### config.mk
export PLATFORM = sky130hd
export DESIGN_NAME = ob_time_keeper
export DESIGN_NICKNAME = d
export VERILOG_FILES = /design/src/rtl/otc_pkg.sv /design/src/rtl/otc_tick_gen.sv /design/src/rtl/otc_slew.sv /design/src/rtl/otc_trim.sv /design/src/rtl/otc_counter.sv /design/src/rtl/ob_time_keeper.sv
export SDC_FILE = /design/constraint.sdc
export NUM_CORES = 1
export LEC_CHECK = 0
export ABC_AREA = 1
export BUFFER_PORTS_ARGS = -buffer_cell sky130_fd_sc_hd__buf_4
export CAP_MARGIN = 40
export CORE_MARGIN = 5
export CORE_UTILIZATION = 40
export DETAILED_ROUTE_END_ITERATION = 8
export GPL_TIMING_DRIVEN = 1
export MAX_ROUTING_LAYER = met4
export SETUP_SLACK_MARGIN = 0.4
export SYNTH_ARGS = -nofsm -noshare
export SYNTH_HDL_FRONTEND = slang
export SYNTH_HIERARCHICAL = 1
export SYNTH_SLANG_ARGS = --single-unit
### constraint.sdc
create_clock -name clk -period 11.1 [get_ports clk]
set_input_delay 0.555 -clock clk [delete_from_list [all_inputs] [get_ports clk]]
set_output_delay 0.555 -clock clk [all_outputs]
set_load 0.005 [all_outputs]
### src/rtl/otc_pkg.sv
package otc_pkg;

    localparam int SEC_W  = 32;
    localparam int SUB_W  = 20;
    localparam int DATA_W = 32;

    typedef enum logic [1:0] {
        ADJ_NONE = 2'b00,
        ADJ_ADD  = 2'b01,
        ADJ_DROP = 2'b11
    } adj_e;

    typedef enum logic [1:0] {
        RA_SUB  = 2'd0,
        RA_SEC  = 2'd1,
        RA_SLEW = 2'd2,
        RA_RATE = 2'd3
    } reg_addr_e;

    typedef struct packed {
        logic [SEC_W-1:0] sec;
        logic [SUB_W-1:0] sub;
    } otime_t;

    function automatic logic signed [2:0] adj_weight(adj_e a);
        case (a)
            ADJ_ADD:  return 3'sd1;
            ADJ_DROP: return -3'sd1;
            default:  return 3'sd0;
        endcase
    endfunction

    // microseconds advanced on one tick: base tick plus both corrections
    function automatic logic signed [2:0] tick_delta(adj_e a, adj_e b);
        return 3'sd1 + adj_weight(a) + adj_weight(b);
    endfunction

endpackage

### src/rtl/otc_tick_gen.sv
module otc_tick_gen #(
    parameter int CPT = 10
) (
    input  logic clk,
    input  logic rst,
    output logic tick
);
    localparam int CW = (CPT > 1) ? $clog2(CPT) : 1;
    localparam logic [CW-1:0] LAST = CW'(CPT - 1);

    logic [CW-1:0] cnt;

    assign tick = (cnt == LAST);

    always_ff @(posedge clk) begin
        if (rst)       cnt <= '0;
        else if (tick) cnt <= '0;
        else           cnt <= cnt + CW'(1);
    end

    AST_TICK_BOUND: assert property (@(posedge clk) disable iff (rst)
        cnt <= LAST);
endmodule

### src/rtl/otc_slew.sv
module otc_slew import otc_pkg::*; #(
    parameter int GAP   = 10000,
    parameter int RES_W = 32
) (
    input  logic                    clk,
    input  logic                    rst,
    input  logic                    tick,
    input  logic                    wr,
    input  logic signed [RES_W-1:0] wr_val,
    output logic signed [RES_W-1:0] residual,
    output adj_e                    adj
);
    localparam int GW = (GAP > 1) ? $clog2(GAP) : 1;
    localparam logic [GW-1:0] G_LAST = GW'(GAP - 1);
    localparam logic signed [RES_W-1:0] ONE = 1;

    logic [GW-1:0] gcnt;
    logic          slot;
    logic          fire;

    assign slot = tick && (gcnt == G_LAST);
    assign fire = slot && (residual != '0);

    always_comb begin
        if (!fire)                  adj = ADJ_NONE;
        else if (residual[RES_W-1]) adj = ADJ_DROP;
        else                        adj = ADJ_ADD;
    end

    always_ff @(posedge clk) begin
        if (rst) begin
            gcnt     <= '0;
            residual <= '0;
        end else begin
            if (tick) gcnt <= (gcnt == G_LAST) ? '0 : gcnt + GW'(1);
            if (wr)
                residual <= wr_val;
            else if (fire)
                residual <= residual[RES_W-1] ? residual + ONE : residual - ONE;
        end
    end

    // spacing monitor: ticks seen since the last correction
    logic [GW-1:0] since;
    always_ff @(posedge clk) begin
        if (rst)
            since <= '0;
        else if (tick)
            since <= (adj != ADJ_NONE) ? '0 : ((since == G_LAST) ? since : since + GW'(1));
    end

    AST_SLEW_SPACED: assert property (@(posedge clk) disable iff (rst)
        (adj != ADJ_NONE) |-> (since == G_LAST));
    AST_SLEW_DOWN: assert property (@(posedge clk) disable iff (rst)
        (adj == ADJ_ADD && !wr) |=> (residual == $past(residual) - ONE));
    AST_SLEW_UP: assert property (@(posedge clk) disable iff (rst)
        (adj == ADJ_DROP && !wr) |=> (residual == $past(residual) + ONE));
    AST_SLEW_REST: assert property (@(posedge clk) disable iff (rst)
        (residual == '0 && !wr) |=> (residual == '0));
endmodule

### src/rtl/otc_trim.sv
module otc_trim import otc_pkg::*; #(
    parameter int ACC_W = 24
) (
    input  logic                    clk,
    input  logic                    rst,
    input  logic                    tick,
    input  logic                    wr,
    input  logic signed [ACC_W-1:0] wr_val,
    output logic signed [ACC_W-1:0] rate,
    output adj_e                    adj
);
    logic [ACC_W-1:0] acc;
    logic [ACC_W+1:0] sum;

    // two guard bits: top bit marks a borrow, next bit marks a carry
    assign sum = {2'b00, acc} + {{2{rate[ACC_W-1]}}, rate};

    always_comb begin
        if (!tick)           adj = ADJ_NONE;
        else if (sum[ACC_W+1]) adj = ADJ_DROP;
        else if (sum[ACC_W]) adj = ADJ_ADD;
        else                 adj = ADJ_NONE;
    end

    always_ff @(posedge clk) begin
        if (rst) begin
            acc  <= '0;
            rate <= '0;
        end else begin
            if (wr)   rate <= wr_val;
            if (tick) acc  <= sum[ACC_W-1:0];
        end
    end

    AST_TRIM_ADD_SIGN: assert property (@(posedge clk) disable iff (rst)
        (adj == ADJ_ADD) |-> (rate > 0));
    AST_TRIM_DROP_SIGN: assert property (@(posedge clk) disable iff (rst)
        (adj == ADJ_DROP) |-> (rate < 0));
endmodule

### src/rtl/otc_counter.sv
module otc_counter import otc_pkg::*; #(
    parameter int TPS = 1000000
) (
    input  logic   clk,
    input  logic   rst,
    input  logic   tick,
    input  adj_e   slew_adj,
    input  adj_e   trim_adj,
    input  logic   load,
    input  otime_t load_val,
    output otime_t now,
    output logic   pps
);
    localparam logic [SUB_W-1:0] SUB_LAST = SUB_W'(TPS - 1);
    localparam logic [SUB_W:0]   SUB_SPAN = (SUB_W + 1)'(TPS);
    localparam logic [SEC_W-1:0] SEC_ONE  = SEC_W'(1);
    localparam logic [SUB_W-1:0] SUB_ONE  = SUB_W'(1);

    logic signed [2:0] delta;
    logic [SUB_W:0]    sum;
    otime_t            nxt;
    logic              wrap;

    always_comb begin
        delta = tick_delta(slew_adj, trim_adj);
        sum   = {1'b0, now.sub} + {{(SUB_W-1){1'b0}}, delta[1:0]};
        nxt   = now;
        wrap  = 1'b0;
        if (tick) begin
            if (delta[2]) begin
                // net step of -1: borrow from the seconds when at zero
                if (now.sub == '0) begin
                    nxt.sub = SUB_LAST;
                    nxt.sec = now.sec - SEC_ONE;
                end else begin
                    nxt.sub = now.sub - SUB_ONE;
                end
            end else if (sum >= SUB_SPAN) begin
                nxt.sub = SUB_W'(sum - SUB_SPAN);
                nxt.sec = now.sec + SEC_ONE;
                wrap    = 1'b1;
            end else begin
                nxt.sub = sum[SUB_W-1:0];
            end
        end
    end

    always_ff @(posedge clk) begin
        if (rst) begin
            now <= '0;
            pps <= 1'b0;
        end else if (load) begin
            now <= load_val;
            pps <= 1'b1;
        end else begin
            now <= nxt;
            pps <= wrap;
        end
    end

    AST_SUB_RANGE: assert property (@(posedge clk) disable iff (rst)
        {1'b0, now.sub} < SUB_SPAN);
    AST_LOAD_EXACT: assert property (@(posedge clk) disable iff (rst)
        load |=> (now == $past(load_val)));
    AST_PPS_CAUSE: assert property (@(posedge clk) disable iff (rst)
        pps |-> $past(load || tick));
    AST_IDLE_HOLD: assert property (@(posedge clk) disable iff (rst)
        (!load && !tick) |=> $stable(now));
endmodule

### src/rtl/ob_time_keeper.sv
module ob_time_keeper import otc_pkg::*; #(
    parameter int TPS      = 1000000,
    parameter int CPT      = 10,
    parameter int MAX_SLEW = 100,
    parameter int ACC_W    = 24
) (
    input  logic              clk,
    input  logic              rst,
    input  logic              bus_wr,
    input  logic              bus_rd,
    input  logic [1:0]        bus_addr,
    input  logic [DATA_W-1:0] bus_wdata,
    output logic [DATA_W-1:0] bus_rdata,
    output logic [SEC_W-1:0]  time_sec,
    output logic [SUB_W-1:0]  time_sub,
    output logic              pps
);
    localparam int SLEW_GAP = TPS / MAX_SLEW;

    reg_addr_e addr_e;
    logic      tick;
    logic      ld_ok;
    logic      wr_slew;
    logic      wr_rate;
    adj_e      slew_adj;
    adj_e      trim_adj;
    otime_t    now;
    otime_t    load_val;

    logic [SEC_W-1:0]         sec_stage;
    logic [SEC_W-1:0]         sec_snap;
    logic signed [DATA_W-1:0] residual;
    logic signed [ACC_W-1:0]  rate;

    assign addr_e  = reg_addr_e'(bus_addr);
    assign ld_ok   = bus_wr && (addr_e == RA_SUB) && (bus_wdata < DATA_W'(TPS));
    assign wr_slew = bus_wr && (addr_e == RA_SLEW);
    assign wr_rate = bus_wr && (addr_e == RA_RATE);
    assign load_val.sec = sec_stage;
    assign load_val.sub = bus_wdata[SUB_W-1:0];

    otc_tick_gen #(.CPT(CPT)) u_tick (
        .clk  (clk),
        .rst  (rst),
        .tick (tick)
    );

    otc_slew #(.GAP(SLEW_GAP), .RES_W(DATA_W)) u_slew (
        .clk      (clk),
        .rst      (rst),
        .tick     (tick),
        .wr       (wr_slew),
        .wr_val   (bus_wdata),
        .residual (residual),
        .adj      (slew_adj)
    );

    otc_trim #(.ACC_W(ACC_W)) u_trim (
        .clk    (clk),
        .rst    (rst),
        .tick   (tick),
        .wr     (wr_rate),
        .wr_val (bus_wdata[ACC_W-1:0]),
        .rate   (rate),
        .adj    (trim_adj)
    );

    otc_counter #(.TPS(TPS)) u_cnt (
        .clk      (clk),
        .rst      (rst),
        .tick     (tick),
        .slew_adj (slew_adj),
        .trim_adj (trim_adj),
        .load     (ld_ok),
        .load_val (load_val),
        .now      (now),
        .pps      (pps)
    );

    assign time_sec = now.sec;
    assign time_sub = now.sub;

    always_ff @(posedge clk) begin
        if (rst) begin
            sec_stage <= '0;
            sec_snap  <= '0;
            bus_rdata <= '0;
        end else begin
            if (bus_wr && addr_e == RA_SEC) sec_stage <= bus_wdata;
            if (bus_rd) begin
                case (addr_e)
                    RA_SUB: begin
                        bus_rdata <= {{(DATA_W-SUB_W){1'b0}}, now.sub};
                        sec_snap  <= now.sec;
                    end
                    RA_SEC:  bus_rdata <= sec_snap;
                    RA_SLEW: bus_rdata <= residual;
                    default: bus_rdata <= {{(DATA_W-ACC_W){rate[ACC_W-1]}}, rate};
                endcase
            end
        end
    end

    AST_SNAP_HOLD: assert property (@(posedge clk) disable iff (rst)
        !(bus_rd && addr_e == RA_SUB) |=> $stable(sec_snap));
    AST_BAD_LOAD: assert property (@(posedge clk) disable iff (rst)
        (bus_wr && addr_e == RA_SUB && !ld_ok && !tick) |=> ($stable(now) && !pps));
endmodule

Word-level counts from Yosys, hierarchy flattened
Cells that the tools add are included.
- register bits after elaboration: 247
- logic and storage cells: 74
- add/subtract/negate cells: 12
- order comparisons: 2
- eq/ne operators: 10
- mux-type cells: 23
- reductions and logical operators: 16
- operators with widths (cell ; number):
    $mux W32 ; 5
    $mux W52 ; 3
    $pmux W32 S3 ; 1
    $mux W20 ; 2
    $add A32 B1 Y32 const B ; 1
    $add A32 B2 Y32 const B ; 1
    $lt A32 B20 Y1 const B ; 1
    $reduce_bool A32 Y1 ; 1
    $sub A32 B1 Y32 const B ; 1
    $sub A32 B2 Y32 const B ; 1
    $add A25 B24 Y26 ; 1
    $add A20 B2 Y21 ; 1
    $ge A21 B20 Y1 const B ; 1
    $logic_not A20 Y1 ; 1
    $sub A20 B1 Y20 const B ; 1
    $sub A20 B20 Y20 const B ; 1
    $add A14 B1 Y14 const B ; 1
    $eq A14 B14 Y1 const B ; 1
    $mux W14 ; 1
    $pmux W3 S2 ; 2
    $eq A2 B2 Y1 const B ; 4
    $mux W2 ; 4
    $logic_and A1 B1 Y1 ; 7
    $eq A2 B1 Y1 const B ; 3
    12 further kinds ; 17

Depth between registers and ports, before layout
- word-level depth: 14
- mapped depth: 37
- gate-level depth less buffers: 36

Hierarchy
Netlist, hierarchy kept.
- modules (own cells, without submodules) (module ; times used ; cells each ; area each (um^2) ; seq. area each (um^2)):
    otc_counter ; 1 ; 1011 ; 5947.0 ; 1061.0
    otc_slew ; 1 ; 832 ; 4624.4 ; 920.9
    ob_time_keeper ; 1 ; 601 ; 4180.3 ; 1921.8
    otc_trim ; 1 ; 616 ; 3643.5 ; 960.9
    otc_tick_gen ; 1 ; 22 ; 181.4 ; 80.1

Worst setup path after synthesis
Ideal clock, no wire load.
- path type: reg-to-reg
- from: register u_slew.residual[31]
- to: register, netlist name u_cnt/now[41]
- setup time: 0.113 ns
- data arrival time: 5.196 ns
- required time: 10.987 ns
- path slack: 5.791 ns
- cell stages (with the launch flop): 25
- buffers on the path: 3
- path through: dfxtp_1 -> inv_1 -> ha_1 -> nand4_1 -> nor2_1 -> nand2_1 -> nand2_2 -> buf_6 -> inv_1 -> buf_4 -> nand2_1 -> fa_1 -> buf_2 -> clkinv_1 -> ha_1 -> nand2_1 -> o21ai_0 -> a21boi_0 -> o21ai_0 -> a21boi_0 -> o21ai_0 -> xnor2_1 -> nor2_1 -> nor2_1 -> nor2_1
- word-level cells in the longest chain between the ends: 11
- ends and longest elaborated chain (element ; line ; source):
    start: declaration ; otc_slew.sv:10 ; output logic signed [RES_W-1:0] residual,
    start signal: assignment ; otc_slew.sv:37 ; residual <= wr_val;
    start signal: assignment ; otc_slew.sv:39 ; residual <= residual[RES_W-1] ? residual + ONE : residual - ONE;
    $reduce_bool A32 Y1 * ; otc_slew.sv:22 ; assign fire = slot && (residual != '0);
    $logic_and A1 B1 Y1 * ; otc_slew.sv:22 ;
    named net u_slew.fire ; otc_slew.sv:19 ; logic fire;
    $mux W2 * ; otc_slew.sv:25 ; if (!fire) adj = ADJ_NONE;
    named net slew_adj[0] ; ob_time_keeper.sv:25 ; adj_e slew_adj;
    $eq A2 B2 Y1 or $eq A2 B1 Y1 (tied branches) ; otc_pkg.sv:26 ; case (a)
    $pmux W3 S2 * ; otc_pkg.sv:26 ;
    $add A2 B3 Y3 * ; otc_pkg.sv:35 ; return 3'sd1 + adj_weight(a) + adj_weight(b);
    $add A3 B3 Y3 * ; otc_pkg.sv:35 ;
    $add A20 B2 Y21 ; otc_counter.sv:26 ; sum = {1'b0, now.sub} + {{(SUB_W-1){1'b0}}, delta[1:0]};
    $ge A21 B20 Y1 ; otc_counter.sv:38 ; end else if (sum >= SUB_SPAN) begin
    $reduce_bool A3 Y1 (no line) ; - ;
    $reduce_and A3 Y1 (no line) ; - ;
Mark *: on every way through the listed nets, which the timed path passes. The rest lies on a longest branch. The select of a mux whose other input is x is not followed.
A chain may end at the register's enable or synchronous reset.

Worst setup path in the final report
- from: register u_tick.cnt[0]
- to: register, netlist name u_cnt/now[42]
- word-level cells in the longest chain between the ends: 12
- ends and longest elaborated chain (element ; line ; source):
    start: declaration ; otc_tick_gen.sv:11 ; logic [CW-1:0] cnt;
    start signal: assignment ; otc_tick_gen.sv:18 ; else cnt <= cnt + CW'(1);
    $eq A4 B4 Y1 * ; otc_tick_gen.sv:13 ; assign tick = (cnt == LAST);
    named net tick ; ob_time_keeper.sv:21 ; logic tick;
    $logic_and A1 B1 Y1 * ; otc_slew.sv:21 ; assign slot = tick && (gcnt == G_LAST);
    $logic_and A1 B1 Y1 * ; otc_slew.sv:22 ;
    $mux W2 * ; otc_slew.sv:25 ;
    named net slew_adj[0] ; ob_time_keeper.sv:25 ;
    $eq A2 B2 Y1 or $eq A2 B1 Y1 (tied branches) ; otc_pkg.sv:26 ;
    $pmux W3 S2 * ; otc_pkg.sv:26 ;
    $add A2 B3 Y3 * ; otc_pkg.sv:35 ;
    $add A3 B3 Y3 * ; otc_pkg.sv:35 ;
    $add A20 B2 Y21 ; otc_counter.sv:26 ;
    $ge A21 B20 Y1 ; otc_counter.sv:38 ;
    $reduce_bool A3 Y1 (no line) ; - ;
    $reduce_and A3 Y1 (no line) ; - ;
Marked as above.

==> insert_results.sql <==
INSERT INTO impl_metrics (metric_group, metric, value, unit) VALUES
('cts', 'post-cts-setup-buffers', '0', ''),
('cells_and_area', 'layout-area-overhead-vs-synth', '12.2', '%'),
('placed_design', 'post-place-cells', '3716', ''),
('worst_setup_path', 'timing.critical_path.slowest_stage_cell', 'clkinv_1', ''),
('global_routing', 'grt_start_max_net_pins', '68', ''),
('worst_setup_path', 'ff2ff_setup_slack', '4760', 'ps'),
('logic_synthesis', 'syn_avg_cell_area', '6.03', 'um^2'),
('detailed_routing', 'drt-wirelength-per-cell', '19.1', 'um'),
('cells_and_area', 'multi_input_comb_area', '0.0117', 'mm^2'),
('cts', 'cts_inserted_buffers', '29', ''),
('floorplanning', 'io_pins', '123', ''),
('sta', 'fmax', '158', 'MHz'),
('cells_and_area', 'final-seq-area', '0.00494', 'mm^2'),
('placed_design', 'post_placement_worst_setup_slack', '4870', 'ps'),
('sta', 'setup_viol_count_final', '0', ''),
('logic_synthesis', 'synthCells', '3082', ''),
('logic_synthesis', 'largest_family_of_logic_cells_by_synthesized_area', 'simple AND/OR/NAND/NOR gates', ''),
('worst_setup_path', 'crit_path_start_kind', 'flop', ''),
('outcome', 'outcome', 'finished clean', ''),
('cells_and_area', 'count_of_fill_cells_added_during_filler_insertion', '5030', ''),
('cts', 'cts_resized', '0', ''),
('pwr', 'vdd_ir_drop_max', '74.3', 'uV'),
('pwr', 'switching_share', '0.288', ''),
('logic_synthesis', 'complex_gate_fraction_of_the_synthesized_area', '0.129', ''),
('hold_path', 'hold_start', 'bus_wdata[26]', ''),
('logic_synthesis', 'synthesis.area', '0.0186', 'mm^2'),
('floorplanning', 'die_area', '0.0509', 'mm^2'),
('cts', 'clk_transition_reported_paths', '70', 'ps'),
('cts', 'max-clock-path-buffers', '3', ''),
('detailed_routing', 'drc', '0', ''),
('pwr', 'share_seq_of_total_power', '0.403', ''),
('cells_and_area', 'diodes', '0', ''),
('sta', 'worst_pin_slew', '878', 'ps'),
('worst_setup_path', 'path_max_fanout', '22', ''),
('worst_setup_path', 'setup.worst_path.end_class', 'flop', ''),
('cts', 'tritoncts_clock_tree', 'built', ''),
('logic_synthesis', 'post_synth_fa_ha_maj_area_fraction', '0.0687', ''),
('sta', 'timing.final.crit_share', '0.571', ''),
('placed_design', 'buffer_ports.inserted', '122', ''),
('global_routing', 'grt_use_total', '0.278', ''),
('cells_and_area', 'share_of_final_layout_standard_cells_stronger_than_drive_strength_1', '0.0874', ''),
('floorplanning', 'die_width', '226', 'um'),
('sta', 'fin_hold_ws', '342', 'ps'),
('hold_path', 'min_path_type', 'in -> reg', ''),
('cells_and_area', 'final-instance-count-excl-fill', '3765', ''),
('flow_run', 'drv_cap', '0', ''),
('placed_design', 'gpl.final_weighted_congestion', '1.07', ''),
('cts', 'cts_hold_repair.buffers', '0', ''),
('logic_synthesis', 'synthXorXnorAreaFrac', '0.0319', ''),
('pwr', 'combinationalPowerShare', '0.156', ''),
('pwr', 'clkPwrFrac', '0.441', ''),
('cts', 'clock_network_latency_to_the_later_pin_of_the_worst_skew_pair', '560', 'ps'),
('pwr', 'p_leak', '0.0100', 'uW'),
('logic_synthesis', 'synth-async-reset-ratio', '0', ''),
('pwr', 'fin_total_pwr', '2330', 'uW'),
('logic_synthesis', 'synth-main-ff-cell', 'dfxtp_1', ''),
('worst_setup_path', 'critical_path_class', 'reg -> reg', ''),
('logic_synthesis', 'synth.net_count', '3219', ''),
('detailed_routing', 'route.final.wire_length', '71900', 'um'),
('pwr', 'power_per_cell_area', '112', 'mW/mm^2'),
('worst_setup_path', 'timing.critical_path.required', '11600', 'ps'),
('pwr', 'power_report.internal_total', '1660', 'uW'),
('hold_path', 'hold_depth', '3', ''),
('worst_setup_path', 'crit_top_cell', 'nand2_1', ''),
('sta', 'grt_setup_unrepaired', 'no', ''),
('sta', 'fin_crit', '6340', 'ps'),
('sta', 'max-slew-margin-rel', '0.415', ''),
('global_routing', 'grt_pass1_vias', '18500', ''),
('sta', 'final_max_slew_viol_count', '0', ''),
('detailed_routing', 'drt_pass1_iterations', '6', ''),
('detailed_routing', 'initialDrtViolationCount', '1880', '');
## critical path, delay by kind of cell, from the launching register on
kind | cells | cell delay, ps
flops | 1 | 400
compound gates | 4 | 810
fa+ha+maj | 4 | 1530
simple gates | 15 | 1960
buf+inv | 6 | 1520
## synthesized netlist by cell type, types with 6 or more instances
cell type  count  area share
nor3_1        24      0.0065
inv_2         10      0.0020
ha_1          94       0.063
a21oi_1      169       0.046
a211oi_1       8      0.0032
nor2_2        11      0.0037
nor2_4        15      0.0091
nand3b_1       9      0.0036
o21ai_1        9      0.0024
nand3_1      203       0.055
clkbuf_1      56       0.011
nor2_1       468       0.095
nand2_2       24      0.0081
xnor2_1       24       0.011
a31oi_1       24      0.0081
nand4_1       30       0.010
buf_2         19      0.0051
buf_6          7      0.0042
o21ai_0      195       0.053
nand3_2       14      0.0075
o211ai_1       6      0.0024
buf_4         22      0.0089
nand2_1      929        0.19
inv_1        348       0.070
o21bai_1       8      0.0032
xor2_1        40       0.019
dfxtp_1      247        0.27
## power groups by stage
stage	Combinational [uW]	Clock [uW]	Sequential, uW
after floorplan	241	0	947
after global placement	351	0	957
after detailed placement	356	0	958
after CTS	357	1030	938
after global routing	404	1070	941
final	363	1030	939
## layout by cell type, fill, tap and decap left out, types with 6 or more instances in the layout
cell       instances
a211oi_1           8
a21oi_1          168
a31oi_1           24
buf_4            131
clkbuf_16         29
clkbuf_8           6
dfxtp_1          247
ha_1              94
inv_1            348
inv_2             10
nand2_1          929
nand2_2           24
nand3_1          203
nand3_2           14
nand3b_1           9
nand4_1           30
nor2_1           468
nor2_2            11
nor2_4            15
nor3_1            23
o211ai_1           6
o21ai_0          195
o21ai_1            9
o21bai_1           8
xnor2_1           24
xor2_1            40
## routing by layer
layer	part of all wire	routed length (um)	up-vias	track usage
li1	-	-	9941	-
met2	0.44	31700	679	0.426
met5	0	0	-	-
met4	0.045	3240	0	0.108
met3	0.059	4240	146	0.0272
met1	0.45	32700	9257	0.380
## flip-flops by register name, indices dropped and copies added (netlist names)
| register | flops |
|---|---|
| sec_stage | 32 |
| u_trim/acc | 24 |
| u_cnt/pps | 1 |
| u_trim/rate | 24 |
| u_slew/gcnt | 14 |
| u_tick/cnt | 4 |
| sec_snap | 32 |
| u_cnt/now | 52 |
| bus_rdata | 32 |
| u_slew/residual | 32 |
## worst max-delay path by stage
stage | startpoint | endpoint | slack (ps) | cells after the start
2_1_floorplan | u_slew/residual[31]$_SDFFE_PP0P_ | u_cnt/now[41]$_SDFFE_PP0P_ | 5790 | 24
3_3_place_gp | u_tick/cnt[0]$_SDFF_PP0_ | u_cnt/now[41]$_SDFFE_PP0P_ | 5000 | 25
3_5_place_dp | u_tick/cnt[0]$_SDFF_PP0_ | u_cnt/now[41]$_SDFFE_PP0P_ | 4870 | 25
4_1_cts | u_tick/cnt[0]$_SDFF_PP0_ | u_cnt/now[41]$_SDFFE_PP0P_ | 4890 | 25
5_1_grt | u_tick/cnt[0]$_SDFF_PP0_ | u_cnt/now[42]$_SDFFE_PP0P_ | 4280 | 29
6_report | u_tick/cnt[0]$_SDFF_PP0_ | u_cnt/now[42]$_SDFFE_PP0P_ | 4760 | 29
## layout make-up
type | instances | area share
Multi-Input combinational cell | 2364 | 0.561
Sequential cell | 247 | 0.237
Inverter | 364 | 0.0664
Timing Repair Buffer | 134 | 0.0511
Clock buffer | 40 | 0.0397
Tap cell | 607 | 0.0364
Clock inverter | 9 | 0.00834
## stage by stage
step	area (um^2)	utilization
after CTS	20800	0.451
after floorplan	18600	-
after global placement	19800	0.427
after detailed placement	19800	0.429
final	20800	0.451
after global routing	20800	0.451
## cells by family (layout without fill, tap and decap cells)
group,Yosys count,in the layout
flops,247,247
buf+inv,471,547
fa+ha+maj,99,99
xor+xnor,66,66
simple gates,1753,1753
compound gates,445,445
mux,1,1
Power figures use the tool's default switching activity.
